### config.mk
export PLATFORM = sky130hd
export DESIGN_NAME = brk_edge_req
export DESIGN_NICKNAME = d
export VERILOG_FILES = /design/src/rtl/brk_pkg.sv /design/src/rtl/brk_pin_datapath.sv /design/src/rtl/brk_req_control.sv /design/src/rtl/brk_edge_req.sv
export SDC_FILE = /design/constraint.sdc
export NUM_CORES = 1
export LEC_CHECK = 0
export BUFFER_PORTS_ARGS = -buffer_cell sky130_fd_sc_hd__buf_4
export CELL_PAD_IN_SITES_DETAIL_PLACEMENT = 1
export CELL_PAD_IN_SITES_GLOBAL_PLACEMENT = 2
export CORE_AREA = 5 5 42 44
export DETAILED_ROUTE_END_ITERATION = 6
export DIE_AREA = 0 0 47 49
export GPL_TIMING_DRIVEN = 0
export HOLD_SLACK_MARGIN = 0.1
export PLACE_DENSITY_LB_ADDON = 0.1
export SLEW_MARGIN = 20
export SYNTH_ARGS = -nofsm -noshare
export SYNTH_HDL_FRONTEND = slang
export SYNTH_SLANG_ARGS = --single-unit
### constraint.sdc
create_clock -name clk -period 1.28 [get_ports clk]
set_clock_uncertainty 0.2 [all_clocks]
set_input_delay 0.192 -clock clk [delete_from_list [all_inputs] [get_ports clk]]
set_output_delay 0.192 -clock clk [all_outputs]
set_load 0.01 [all_outputs]
### src/rtl/brk_pkg.sv
package brk_pkg;

  typedef enum logic [1:0] {
    ST_IDLE    = 2'd0,
    ST_PENDING = 2'd1,
    ST_SERVICE = 2'd2
  } brkState_t;

  typedef struct packed {
    logic fallEdge;
  } pinEvt_t;

endpackage

### src/rtl/brk_pin_datapath.sv
module brk_pin_datapath #(
  parameter int SYNC_STAGES = 2
) (
  input  logic             clk,
  input  logic             rstN,
  input  logic             brkPinN,
  output brk_pkg::pinEvt_t pinEvt
);
  localparam int LAST = SYNC_STAGES - 1;

  logic [SYNC_STAGES-1:0] stageQ;
  logic                   prevQ;

  for (genvar g = 0; g < SYNC_STAGES; g++) begin : g_sync
    if (g == 0) begin : g_first
      always_ff @(posedge clk or negedge rstN) begin
        if (!rstN) stageQ[g] <= 1'b1;
        else       stageQ[g] <= brkPinN;
      end
    end else begin : g_next
      always_ff @(posedge clk or negedge rstN) begin
        if (!rstN) stageQ[g] <= 1'b1;
        else       stageQ[g] <= stageQ[g-1];
      end
    end
  end

  always_ff @(posedge clk or negedge rstN) begin
    if (!rstN) prevQ <= 1'b1;
    else       prevQ <= stageQ[LAST];
  end

  always_comb begin
    pinEvt.fallEdge = prevQ & ~stageQ[LAST];
  end

  // a detected fall needs a high-to-low change, so two in a row cannot occur
  a_r2_no_double_fall: assert property (@(posedge clk) disable iff (!rstN)
    pinEvt.fallEdge |=> !pinEvt.fallEdge);

endmodule

### src/rtl/brk_req_control.sv
module brk_req_control (
  input  logic             clk,
  input  logic             rstN,
  input  brk_pkg::pinEvt_t pinEvt,
  input  logic             edgeModeEn,
  input  logic             samplePoint,
  input  logic             handlerDone,
  output logic             excStart,
  output logic             reqPending,
  output logic             inHandler
);
  import brk_pkg::*;

  brkState_t stateQ, stateD;
  logic      takeReq;

  always_comb begin
    takeReq = (stateQ == ST_PENDING) && edgeModeEn && samplePoint;
    stateD  = stateQ;
    case (stateQ)
      ST_IDLE:    if (edgeModeEn && pinEvt.fallEdge) stateD = ST_PENDING;
      ST_PENDING: if (!edgeModeEn)                   stateD = ST_IDLE;
                  else if (samplePoint)              stateD = ST_SERVICE;
      ST_SERVICE: if (handlerDone)                   stateD = ST_IDLE;
      default:                                       stateD = ST_IDLE;
    endcase
  end

  always_ff @(posedge clk or negedge rstN) begin
    if (!rstN) begin
      stateQ   <= ST_IDLE;
      excStart <= 1'b0;
    end else begin
      stateQ   <= stateD;
      excStart <= takeReq;
    end
  end

  assign reqPending = (stateQ == ST_PENDING);
  assign inHandler  = (stateQ == ST_SERVICE);

  // a request only appears after a detected fall in edge mode
  a_r2_pend_from_edge: assert property (@(posedge clk) disable iff (!rstN)
    $rose(reqPending) |-> $past(pinEvt.fallEdge) && $past(edgeModeEn));

  // the start pulse follows a pending request met by a sample point
  a_r4_start_cause: assert property (@(posedge clk) disable iff (!rstN)
    excStart |-> $past(reqPending) && $past(samplePoint) && inHandler);

  // the start pulse lasts one cycle
  a_r4_one_cycle: assert property (@(posedge clk) disable iff (!rstN)
    excStart |=> !excStart);

  // no new exception while the handler runs
  a_r6_no_nest: assert property (@(posedge clk) disable iff (!rstN)
    (inHandler && !handlerDone) |=> (inHandler && !excStart && !reqPending));

  // handler completion releases the in-handler flag
  a_r7_done_release: assert property (@(posedge clk) disable iff (!rstN)
    (inHandler && handlerDone) |=> !inHandler);

  // leaving edge mode leaves nothing pending
  a_r8_mode_off_clear: assert property (@(posedge clk) disable iff (!rstN)
    !edgeModeEn |=> !reqPending);

  // a sample point without a request starts nothing
  a_r9_idle_sample: assert property (@(posedge clk) disable iff (!rstN)
    (samplePoint && !reqPending) |=> !excStart);

endmodule

### src/rtl/brk_edge_req.sv
module brk_edge_req #(
  parameter int SYNC_STAGES = 2
) (
  input  logic clk,
  input  logic rstN,
  input  logic brkPinN,
  input  logic edgeModeEn,
  input  logic samplePoint,
  input  logic handlerDone,
  output logic excStart,
  output logic reqPending,
  output logic inHandler
);
  brk_pkg::pinEvt_t pinEvt;

  brk_pin_datapath #(.SYNC_STAGES(SYNC_STAGES)) i_datapath (
    .clk     (clk),
    .rstN    (rstN),
    .brkPinN (brkPinN),
    .pinEvt  (pinEvt)
  );

  brk_req_control i_control (
    .clk         (clk),
    .rstN        (rstN),
    .pinEvt      (pinEvt),
    .edgeModeEn  (edgeModeEn),
    .samplePoint (samplePoint),
    .handlerDone (handlerDone),
    .excStart    (excStart),
    .reqPending  (reqPending),
    .inHandler   (inHandler)
  );

  // outputs quiet while reset is held
  always_ff @(posedge clk) begin
    if (!rstN) begin
      a_r1_reset_quiet: assert (!excStart && !reqPending && !inHandler);
    end
  end

endmodule

==> results.sh, run 1 <==
export IMPL_max_freq_mhz=721
export IMPL_yosys_area_top_type="dfstp_2"
export IMPL_hold_violations=0
export IMPL_grt_max_degree=6
export IMPL_final_net_count=42
export IMPL_wl_um=484
export IMPL_dieArea_sq_um=2300
export IMPL_core_rowCount=14
export IMPL_rsz0062_at_grt="true"
export IMPL_grt_ovfl_total=0
export IMPL_yosys_top_cells_area="dfstp_2 36%, dfrtp_1 34%, and2b_4 4.6%"
export IMPL_die_height_um=49
export IMPL_yosysSeqAreaShare=0.703
export IMPL_whs_endpoint="i_control.excStart"
export IMPL_vias_per_cell=3.59
export IMPL_peakVddDrop_uv=518
export IMPL_finalCritPeriodShare=1.08
export IMPL_reg2regPathDepth=2
export IMPL_synth_mux_area_frac=0
export IMPL_layout_setup_ws_ns=-0.107
export IMPL_max_slew_margin_rel=0.902
export IMPL_synth_top_area_frac=0.360
export IMPL_route_vias_total=183
export IMPL_synth_edf_count=0
export IMPL_r2r_start="i_datapath.prevQ"
export IMPL_postRouteAntennaNets=0
export IMPL_grt_first_pass_wirelength_um=821
export IMPL_synthArstFlopShare=1.00
export IMPL_cp_cell_sequence="and2b_4, buf_6"
export IMPL_initial_core_util=0.156
export IMPL_yosysUniqueCellTypes=11
export IMPL_slew_violations=0
export IMPL_rrSetupSlack_ns=0.05
export IMPL_whs_ns=0.118
export IMPL_synth_compound_area_frac=0.0571
export IMPL_worstMarginPinSlew_ns=0.146
export IMPL_clkTransAtPathRegs_ns=0.05
export IMPL_drt_initial_drc_count=0
export IMPL_cp_start_kind="flip-flop"
export IMPL_critPathCaptureType="primary output"
export IMPL_synth_main_ff_cell="dfstp_2"
export IMPL_path_depth=2
export IMPL_synth_area_sq_um=219
export IMPL_cp_max_fo=5
export IMPL_track_usage=0.0546
export IMPL_cts_sinks=6
export IMPL_clockBufferDepth=2
export IMPL_pin_count=9
export IMPL_yosysWarnings=0
export IMPL_remaining_drc_errors=0
export IMPL_min_from="samplePoint"
export IMPL_synth_xor_area_share=0
export IMPL_r2r_end="i_control.stateQ[0]"
export IMPL_synthSimpleGateAreaFrac=0.223
export IMPL_cap_violations=0
export IMPL_cts_tree="yes"
export IMPL_clockRootBuffer="clkbuf_4"
export IMPL_place_congestion=0.571
export IMPL_die_w_um=47
export IMPL_cp_slowest_cell="dfrtp_1"
export IMPL_min_path_cells=2
export IMPL_violations="setup timing"
export IMPL_routedWlPerCell_um=9.49
export IMPL_layout_drive_gt1_share=0.486
export IMPL_p_leak_nw=0.204
export IMPL_total_power_mw=0.442
export IMPL_setup_viol=2
export IMPL_dp_slack_ns=0.0139
export IMPL_fin_setup_tns_ns=-0.129
export IMPL_core_area_sq_um=1400
export IMPL_synth_nets=21
export IMPL_slowest_delay_ns=0.39
export IMPL_io_buffer_count=8
export IMPL_cp_data_arrival_time_ns=1.00
export IMPL_grt_pass1_vias=201
export IMPL_layout_min_cycle_time_ns=1.39
export IMPL_hold_path_class="in -> reg"
export IMPL_cts_inserted_buffers=3
export IMPL_critical_path_required_ns=0.89
export IMPL_antenna_found_initial=0
export IMPL_syn_to_final_growth_pct=84.6
export IMPL_instances_no_fill=51
export IMPL_outcome="finished, violations left"
export IMPL_yosys_area_share_adder=0
export IMPL_num_antenna_cells=0
export IMPL_synth_top_family_by_area="simple AND/OR/NAND/NOR gates"
export IMPL_firstDrtPassIters=1
export IMPL_synth_avg_cell_area_sq_um=14.6
export IMPL_synth_seq_cells=6
export IMPL_critPathBufInv=1
export IMPL_synth_top_cells_by_count="3 x dfrtp_1, 3 x dfstp_2"
export IMPL_htreeDepth=1
export IMPL_power_density_nw_per_um2=1090
export IMPL_crit_family="flip-flops"
export IMPL_crit_type="reg -> out"
export IMPL_place_inst=39
export IMPL_synthCells=15
export IMPL_clk_latency_ns=0.24
through the flow:
stage,util,cell area (sq um)
after global placement,0.213,299
after floorplan,-,219
final,0.288,404
after CTS,0.278,389
after detailed placement,0.213,299
after global routing,0.288,404
sequential cells by signal (all words and copies together), names as in the netlist:
register,count
i_control.excStart,1
i_control.stateQ,2
i_datapath.stageQ,2
i_datapath.prevQ,1
power by group:
part           internal (mW)  total [mW]  switching, mW
Combinational         0.0376      0.0542         0.0166
Sequential             0.203       0.207        0.00442
Clock                  0.118       0.181         0.0629
cell type report:
cell class              instances  area (sq um)
clock buffers                   4          26.3
fillers                       174           997
inverters                       1          3.75
multi-input cells               8          61.3
flip-flops and latches          6           154
well taps                      16          20.0
repair buffers                 16           139
logic make-up after synthesis:
family	Yosys count
DFF	6
buffers and inverters	1
AOI/OAI and AO/OA	2
and+or+nand+nor	6
cells in the final DEF (no fill, tap or decap), types with 3 or more instances in the layout:
cell type / Yosys / layout
buf_4: 0 / 9
dlygate4sd3_1: 0 / 6
clkbuf_4: 0 / 3
dfrtp_1: 3 / 3
dfstp_2: 3 / 3
how the worst max path moves through the flow:
stage,start,endpoint
finish,i_control.stateQ[0],inHandler
global route,i_control.stateQ[0],inHandler
CTS,i_control.stateQ[0],inHandler
detailed placement,i_datapath.prevQ,i_control.stateQ[0]
global placement,i_datapath.prevQ,i_control.stateQ[0]
floorplan,i_datapath.prevQ,i_control.stateQ[0]
per-layer routing:
metal  track usage  routed length (um)  share of wire
met5             0                   0              0
met4        0.0415                   6          0.012
met3        0.0369                  40          0.083
met2        0.0747                 260           0.54
met1        0.0561                 176           0.36
repair_timing:
| item | CTS | global route |
|---|---|---|
| setup buffers | 0 | 2 |
| gates resized for setup | 1 | 0 |
| pin swaps | 0 | 1 |
| gates cloned | 0 | 0 |
| hold buffers | 6 | 0 |
| endpoints found under the setup margin | 2 | 3 |
| endpoints found under the hold margin | 9 | 0 |
Note: power is estimated with default switching activity, not from simulation.
==> run 2, diff against run 1 <==
- ABC_AREA: not set -> 1
==> results.sh, run 2 <==
export IMPL_outcome="finished, violations left"
export IMPL_violations="setup timing"
export IMPL_cts_tree="yes"
export IMPL_grt_ovfl_total=0
export IMPL_die_height_um=49
export IMPL_synthCells=25
export IMPL_yosysSeqAreaShare=0.641
export IMPL_num_antenna_cells=0
export IMPL_synth_top_cells_by_count="6 x inv_1, 5 x nor2_1, 3 x dfrtp_1, 3 x dfstp_2, 2 x nand2_1"
export IMPL_hold_path_class="reg -> reg"
export IMPL_routedWlPerCell_um=8.18
export IMPL_p_leak_nw=0.214
export IMPL_yosysMostFrequentCell="inv_1"
export IMPL_max_slew_margin_rel=0.905
export IMPL_setup_viol=2
export IMPL_remaining_drc_errors=0
export IMPL_antenna_found_initial=0
export IMPL_wl_um=491
export IMPL_yosys_area_top_type="dfstp_2"
export IMPL_finalCritPeriodShare=1.04
export IMPL_fin_setup_tns_ns=-0.0893
export IMPL_power_density_nw_per_um2=1530
export IMPL_clk_latency_ns=0.24
export IMPL_synthArstFlopShare=1.00
export IMPL_syn_to_final_growth_pct=75.0
export IMPL_final_common_cell="buf_4"
export IMPL_max_freq_mhz=751
export IMPL_critical_path_required_ns=0.89
export IMPL_synth_area_sq_um=240
export IMPL_worstMarginPinSlew_ns=0.143
export IMPL_mostFrequentLayoutCells="8 x buf_4, 6 x inv_1, 6 x dlygate4sd3_1"
export IMPL_final_core_util=0.300
export IMPL_postRouteAntennaNets=0
export IMPL_critPathCaptureType="primary output"
export IMPL_clockRootBuffer="clkbuf_4"
export IMPL_track_usage=0.0503
export IMPL_core_area_sq_um=1400
export IMPL_layout_setup_ws_ns=-0.0514
export IMPL_layout_drive_gt1_share=0.455
export IMPL_place_congestion=0.590
export IMPL_instances_no_fill=60
export IMPL_hold_violations=0
export IMPL_cp_start_kind="flip-flop"
export IMPL_die_w_um=47
export IMPL_whs_ns=0.154
export IMPL_dieArea_sq_um=2300
export IMPL_place_inst=49
export IMPL_crit_type="reg -> out"
export IMPL_cp_data_arrival_time_ns=0.94
export IMPL_synth_nets=31
export IMPL_layout_min_cycle_time_ns=1.33
export IMPL_yosysWarnings=0
export IMPL_drt_initial_drc_count=2
export IMPL_grt_pass1_vias=220
export IMPL_peakVddDrop_uv=479
export IMPL_cp_max_fo=4
export IMPL_reg_top3="i_control.stateQ: 2 flops, i_datapath.stageQ: 2 flops"
export IMPL_clockBufferDepth=2
export IMPL_cts_inserted_buffers=3
export IMPL_cts_sinks=6
export IMPL_io_buffer_count=8
export IMPL_synth_seq_cells=6
export IMPL_initial_core_util=0.171
export IMPL_final_net_count=51
export IMPL_rsz0062_at_grt="true"
export IMPL_synth_edf_count=0
export IMPL_firstDrtPassIters=2
export IMPL_cap_violations=0
export IMPL_pin_count=9
export IMPL_clkTransAtPathRegs_ns=0.05
export IMPL_vias_per_cell=3.47
export IMPL_route_vias_total=208
export IMPL_yosysUniqueCellTypes=11
export IMPL_yosys_top_cells_area="dfstp_2 33%, dfrtp_1 31%, inv_1 9.4%"
export IMPL_fill_cells=176
export IMPL_synth_top_area_frac=0.328
export IMPL_synth_main_ff_cell="dfstp_2"
export IMPL_synth_avg_cell_area_sq_um=9.61
export IMPL_place_hpwl_um=383
export IMPL_core_rowCount=14
export IMPL_htreeDepth=1
export IMPL_grt_max_degree=5
export IMPL_slew_violations=0
export IMPL_grt_first_pass_wirelength_um=828
## run 2: layout make-up
| cell class | instances | area (sq um) | share of cell area |
|---|---|---|---|
| Sequential cell | 6 | 154 | 0.366 |
| Clock buffer | 4 | 26.3 | 0.0625 |
| Tap cell | 16 | 20.0 | 0.0476 |
| Inverter | 7 | 26.3 | 0.0625 |
| Timing Repair Buffer | 15 | 131 | 0.313 |
| Multi-Input combinational cell | 12 | 62.6 | 0.149 |
## run 2: logic make-up (layout without fill, tap and decap cells)
family | after synthesis | count (layout) | synth area share
AOI/OAI and AO/OA | 2 | 2 | 0.0677
DFF | 6 | 6 | 0.641
buffers and inverters | 7 | 26 | 0.109
and+or+nand+nor | 10 | 10 | 0.182
## run 2: final timing paths
| check | endpoint | depth (start not counted) | slack, ns | start |
|---|---|---|---|---|
| worst min-delay path | i_datapath.stageQ[1] | 0 | 0.15 | i_datapath.stageQ[0] |
| worst max register to register | i_control.stateQ[1] | 5 | 0.19 | i_control.stateQ[0] |
| max in group asynchronous | i_control.stateQ[0] | 3 | 0.07 | rstN |
| worst min register to register | i_datapath.stageQ[1] | 0 | 0.15 | i_datapath.stageQ[0] |
| min in group asynchronous | i_datapath.stageQ[1] | 2 | 0.26 | rstN |
| worst max-delay path | inHandler | 3 | -0.05 | i_control.stateQ[1] |
## run 2: critical path, cell delays in order, from the launching register on
cell and delay, ns:
dfrtp_1 0.39, inv_1 0.07, nor2_2 0.12, buf_6 0.12
## run 2: timing repair
action,4_1_cts,5_1_grt
gates resized for setup,1,1
setup buffers,1,0
hold buffers,6,0
endpoints found under the setup margin,2,2
pin swaps,0,1
hold endpoints to repair,10,0
## run 2: stage by stage
step | worst slack, ns | total power [mW] | cell area (sq um)
final | -0.0514 | 0.644 | 420
after global routing | -0.126 | 0.701 | 420
after CTS | -0.0605 | 0.655 | 417
after detailed placement | 0.183 | 0.423 | 320
after global placement | 0.178 | 0.420 | 320
after floorplan | 0.259 | 0.345 | 240
## run 2: metal layers
| metal | global-route usage | up-vias | wire [um] |
|---|---|---|---|
| met5 | 0 | - | 0 |
| met2 | 0.0588 | 6 | 203 |
| li1 | - | 111 | - |
| met1 | 0.0738 | 91 | 251 |
| met3 | 0.0221 | 0 | 36 |
| met4 | 0.0276 | 0 | 0 |
## run 2: report_power, final
part | internal [mW] | switching, mW | leakage, nW | total [mW]
clock network | 0.118 | 0.0654 | 0.0150 | 0.183
registers | 0.225 | 0.0259 | 0.0713 | 0.251
logic | 0.115 | 0.0957 | 0.127 | 0.210
total | 0.457 | 0.187 | 0.214 | 0.644
==> run 3, diff against run 2 <==
- ABC_AREA: 1 -> not set
- SYNTH_HIERARCHICAL: not set -> 1
==> results.sh, run 3 <==
export IMPL_track_usage=0.0553
export IMPL_dieArea_sq_um=2300
export IMPL_rrSetupSlack_ns=-0.02
export IMPL_max_slew_margin_rel=0.831
export IMPL_synthCells=15
export IMPL_route_vias_total=195
export IMPL_fin_area_sq_um=415
export IMPL_postCtsHoldBufs=5
export IMPL_mostFrequentLayoutCells="11 x buf_4, 5 x dlygate4sd3_1, 3 x clkbuf_4, 3 x dfrtp_1, 3 x dfstp_2"
export IMPL_synth_seq_cells=6
export IMPL_grt_max_degree=5
export IMPL_cts_sinks=6
export IMPL_max_freq_mhz=733
export IMPL_pin_count=9
export IMPL_cts_tree="yes"
export IMPL_postRouteAntennaNets=0
export IMPL_antenna_found_initial=0
export IMPL_layout_setup_ws_ns=-0.0844
export IMPL_cp_data_arrival_time_ns=0.97
export IMPL_syn_to_final_growth_pct=88.6
export IMPL_die_height_um=49
export IMPL_synthArstFlopShare=1.00
export IMPL_worstMarginPinSlew_ns=0.252
export IMPL_wl_um=513
export IMPL_ff_latch_area_sq_um=154
export IMPL_die_w_um=47
export IMPL_place_congestion=0.653
export IMPL_dp_slack_ns=-0.0683
export IMPL_cap_violations=0
export IMPL_final_common_cell="buf_4"
export IMPL_violations="hold timing, setup timing"
export IMPL_crit_start="i_control/stateQ[0]"
export IMPL_yosys_area_top_type="dfstp_2"
export IMPL_final_net_count=43
export IMPL_grt_pass1_vias=196
export IMPL_critPathCapture="inHandler"
export IMPL_critPathCaptureType="primary output"
export IMPL_r2r_start="i_control/stateQ[0]"
export IMPL_layout_min_cycle_time_ns=1.36
export IMPL_rsz0062_at_grt="true"
export IMPL_num_antenna_cells=0
export IMPL_clkTransAtPathRegs_ns=0.05
export IMPL_fill_cells=167
export IMPL_reg2regPathDepth=4
export IMPL_layout_drive_gt1_share=0.556
export IMPL_synth_avg_cell_area_sq_um=14.7
export IMPL_cp_start_kind="flip-flop"
export IMPL_finalCritPeriodShare=1.07
export IMPL_io_buffer_count=8
export IMPL_place_area_sq_um=300
export IMPL_fin_setup_tns_ns=-0.111
export IMPL_synth_main_ff_cell="dfstp_2"
export IMPL_crit_type="reg -> out"
export IMPL_drt_initial_drc_count=2
export IMPL_slew_violations=0
export IMPL_grt_first_pass_wirelength_um=800
export IMPL_yosysWarnings=6
export IMPL_yosysUniqueCellTypes=10
export IMPL_grt_ovfl_total=0
export IMPL_place_inst=39
export IMPL_clk_latency_ns=0.24
export IMPL_core_area_sq_um=1400
export IMPL_synth_nets=21
export IMPL_total_power_mw=0.466
export IMPL_hold_path_class="in -> reg"
export IMPL_synth_area_sq_um=220
export IMPL_power_density_nw_per_um2=1120
export IMPL_clockBufferDepth=2
export IMPL_hold_violations=1
export IMPL_setup_viol=3
export IMPL_yosysSeqAreaShare=0.699
export IMPL_routedWlPerCell_um=9.87
export IMPL_yosys_top_cells_area="dfstp_2 36%, dfrtp_1 34%, nor2b_4 6.3%"
export IMPL_outcome="finished, violations left"
export IMPL_cts_inserted_buffers=3
export IMPL_firstDrtPassIters=2
export IMPL_initial_core_util=0.157
export IMPL_peakVddDrop_uv=497
export IMPL_synth_edf_count=0
export IMPL_clockRootBuffer="clkbuf_4"
export IMPL_instances_no_fill=52
export IMPL_p_leak_nw=0.217
export IMPL_r2r_end="i_control/stateQ[1]"
export IMPL_synth_top_cells_by_count="3 x dfrtp_1, 3 x dfstp_2, 2 x inv_1"
export IMPL_multi_input_area_sq_um=63.8
export IMPL_vias_per_cell=3.75
export IMPL_core_rowCount=14
export IMPL_synth_top_area_frac=0.358
export IMPL_critical_path_required_ns=0.89
export IMPL_htreeDepth=1
export IMPL_whs_ns=-0.0753
export IMPL_remaining_drc_errors=0
export IMPL_cp_max_fo=3
export IMPL_reg_top3="i_control/stateQ: 2 flops, i_datapath/stageQ: 2 flops"
==> run 3: layout make-up <==
class,instances,share of cell area
Clock buffer,4,0.0633
Inverter,2,0.0181
Timing Repair Buffer,17,0.346
Tap cell,16,0.0482
Sequential cell,6,0.370
Multi-Input combinational cell,7,0.154
==> run 3: what timing repair did <==
action,CTS,global route
gates resized for setup,1,1
hold endpoints to repair,10,2
setup buffers,2,2
setup endpoints to repair,3,3
pin swaps,0,2
==> run 3: critical path, cell delays in order, from the launching register on <==
cell and delay [ns]:
dfrtp_1 0.38, and2b_1 0.23, buf_6 0.11
==> run 3: metal layers <==
metal	wire, um	track usage	vias up
li1	-	-	91
met1	191	0.0538	93
met5	0	0	-
met2	240	0.0656	9
met3	58	0.0258	2
met4	23	0.0829	0
==> run 3: cells by family (layout without fill, tap and decap cells) <==
logic type | Yosys count | count (layout) | synth area share
buffers and inverters | 2 | 23 | 0.0341
AOI/OAI and AO/OA | 2 | 2 | 0.0796
and+or+nand+nor | 5 | 5 | 0.188
DFF | 6 | 6 | 0.699
==> run 3: where the power goes <==
group          leakage, nW  total (mW)  internal, mW  switching [mW]
logic                0.130      0.0683        0.0455          0.0228
registers           0.0724       0.209         0.204         0.00570
clock network       0.0150       0.189         0.118          0.0704
==> run 3: worst min path at each step <==
stage,from,to,slack [ns],depth (start not counted)
6_report,samplePoint,i_control/stateQ[0],-0.08,2
3_5_place_dp,rstN,i_control/stateQ[1],-0.20,1
2_1_floorplan,rstN,i_control/excStart,-0.30,0
3_3_place_gp,rstN,i_control/stateQ[0],-0.20,1
5_1_grt,samplePoint,i_control/stateQ[0],-0.08,2
4_1_cts,samplePoint,i_control/stateQ[0],-0.08,2
==> run 3: metrics by stage <==
step                       util  hold WS [ns]
after floorplan               -        -0.304
after global placement    0.214        -0.199
after detailed placement  0.214        -0.197
after CTS                 0.282       -0.0788
after global routing      0.296       -0.0838
final                     0.296       -0.0753
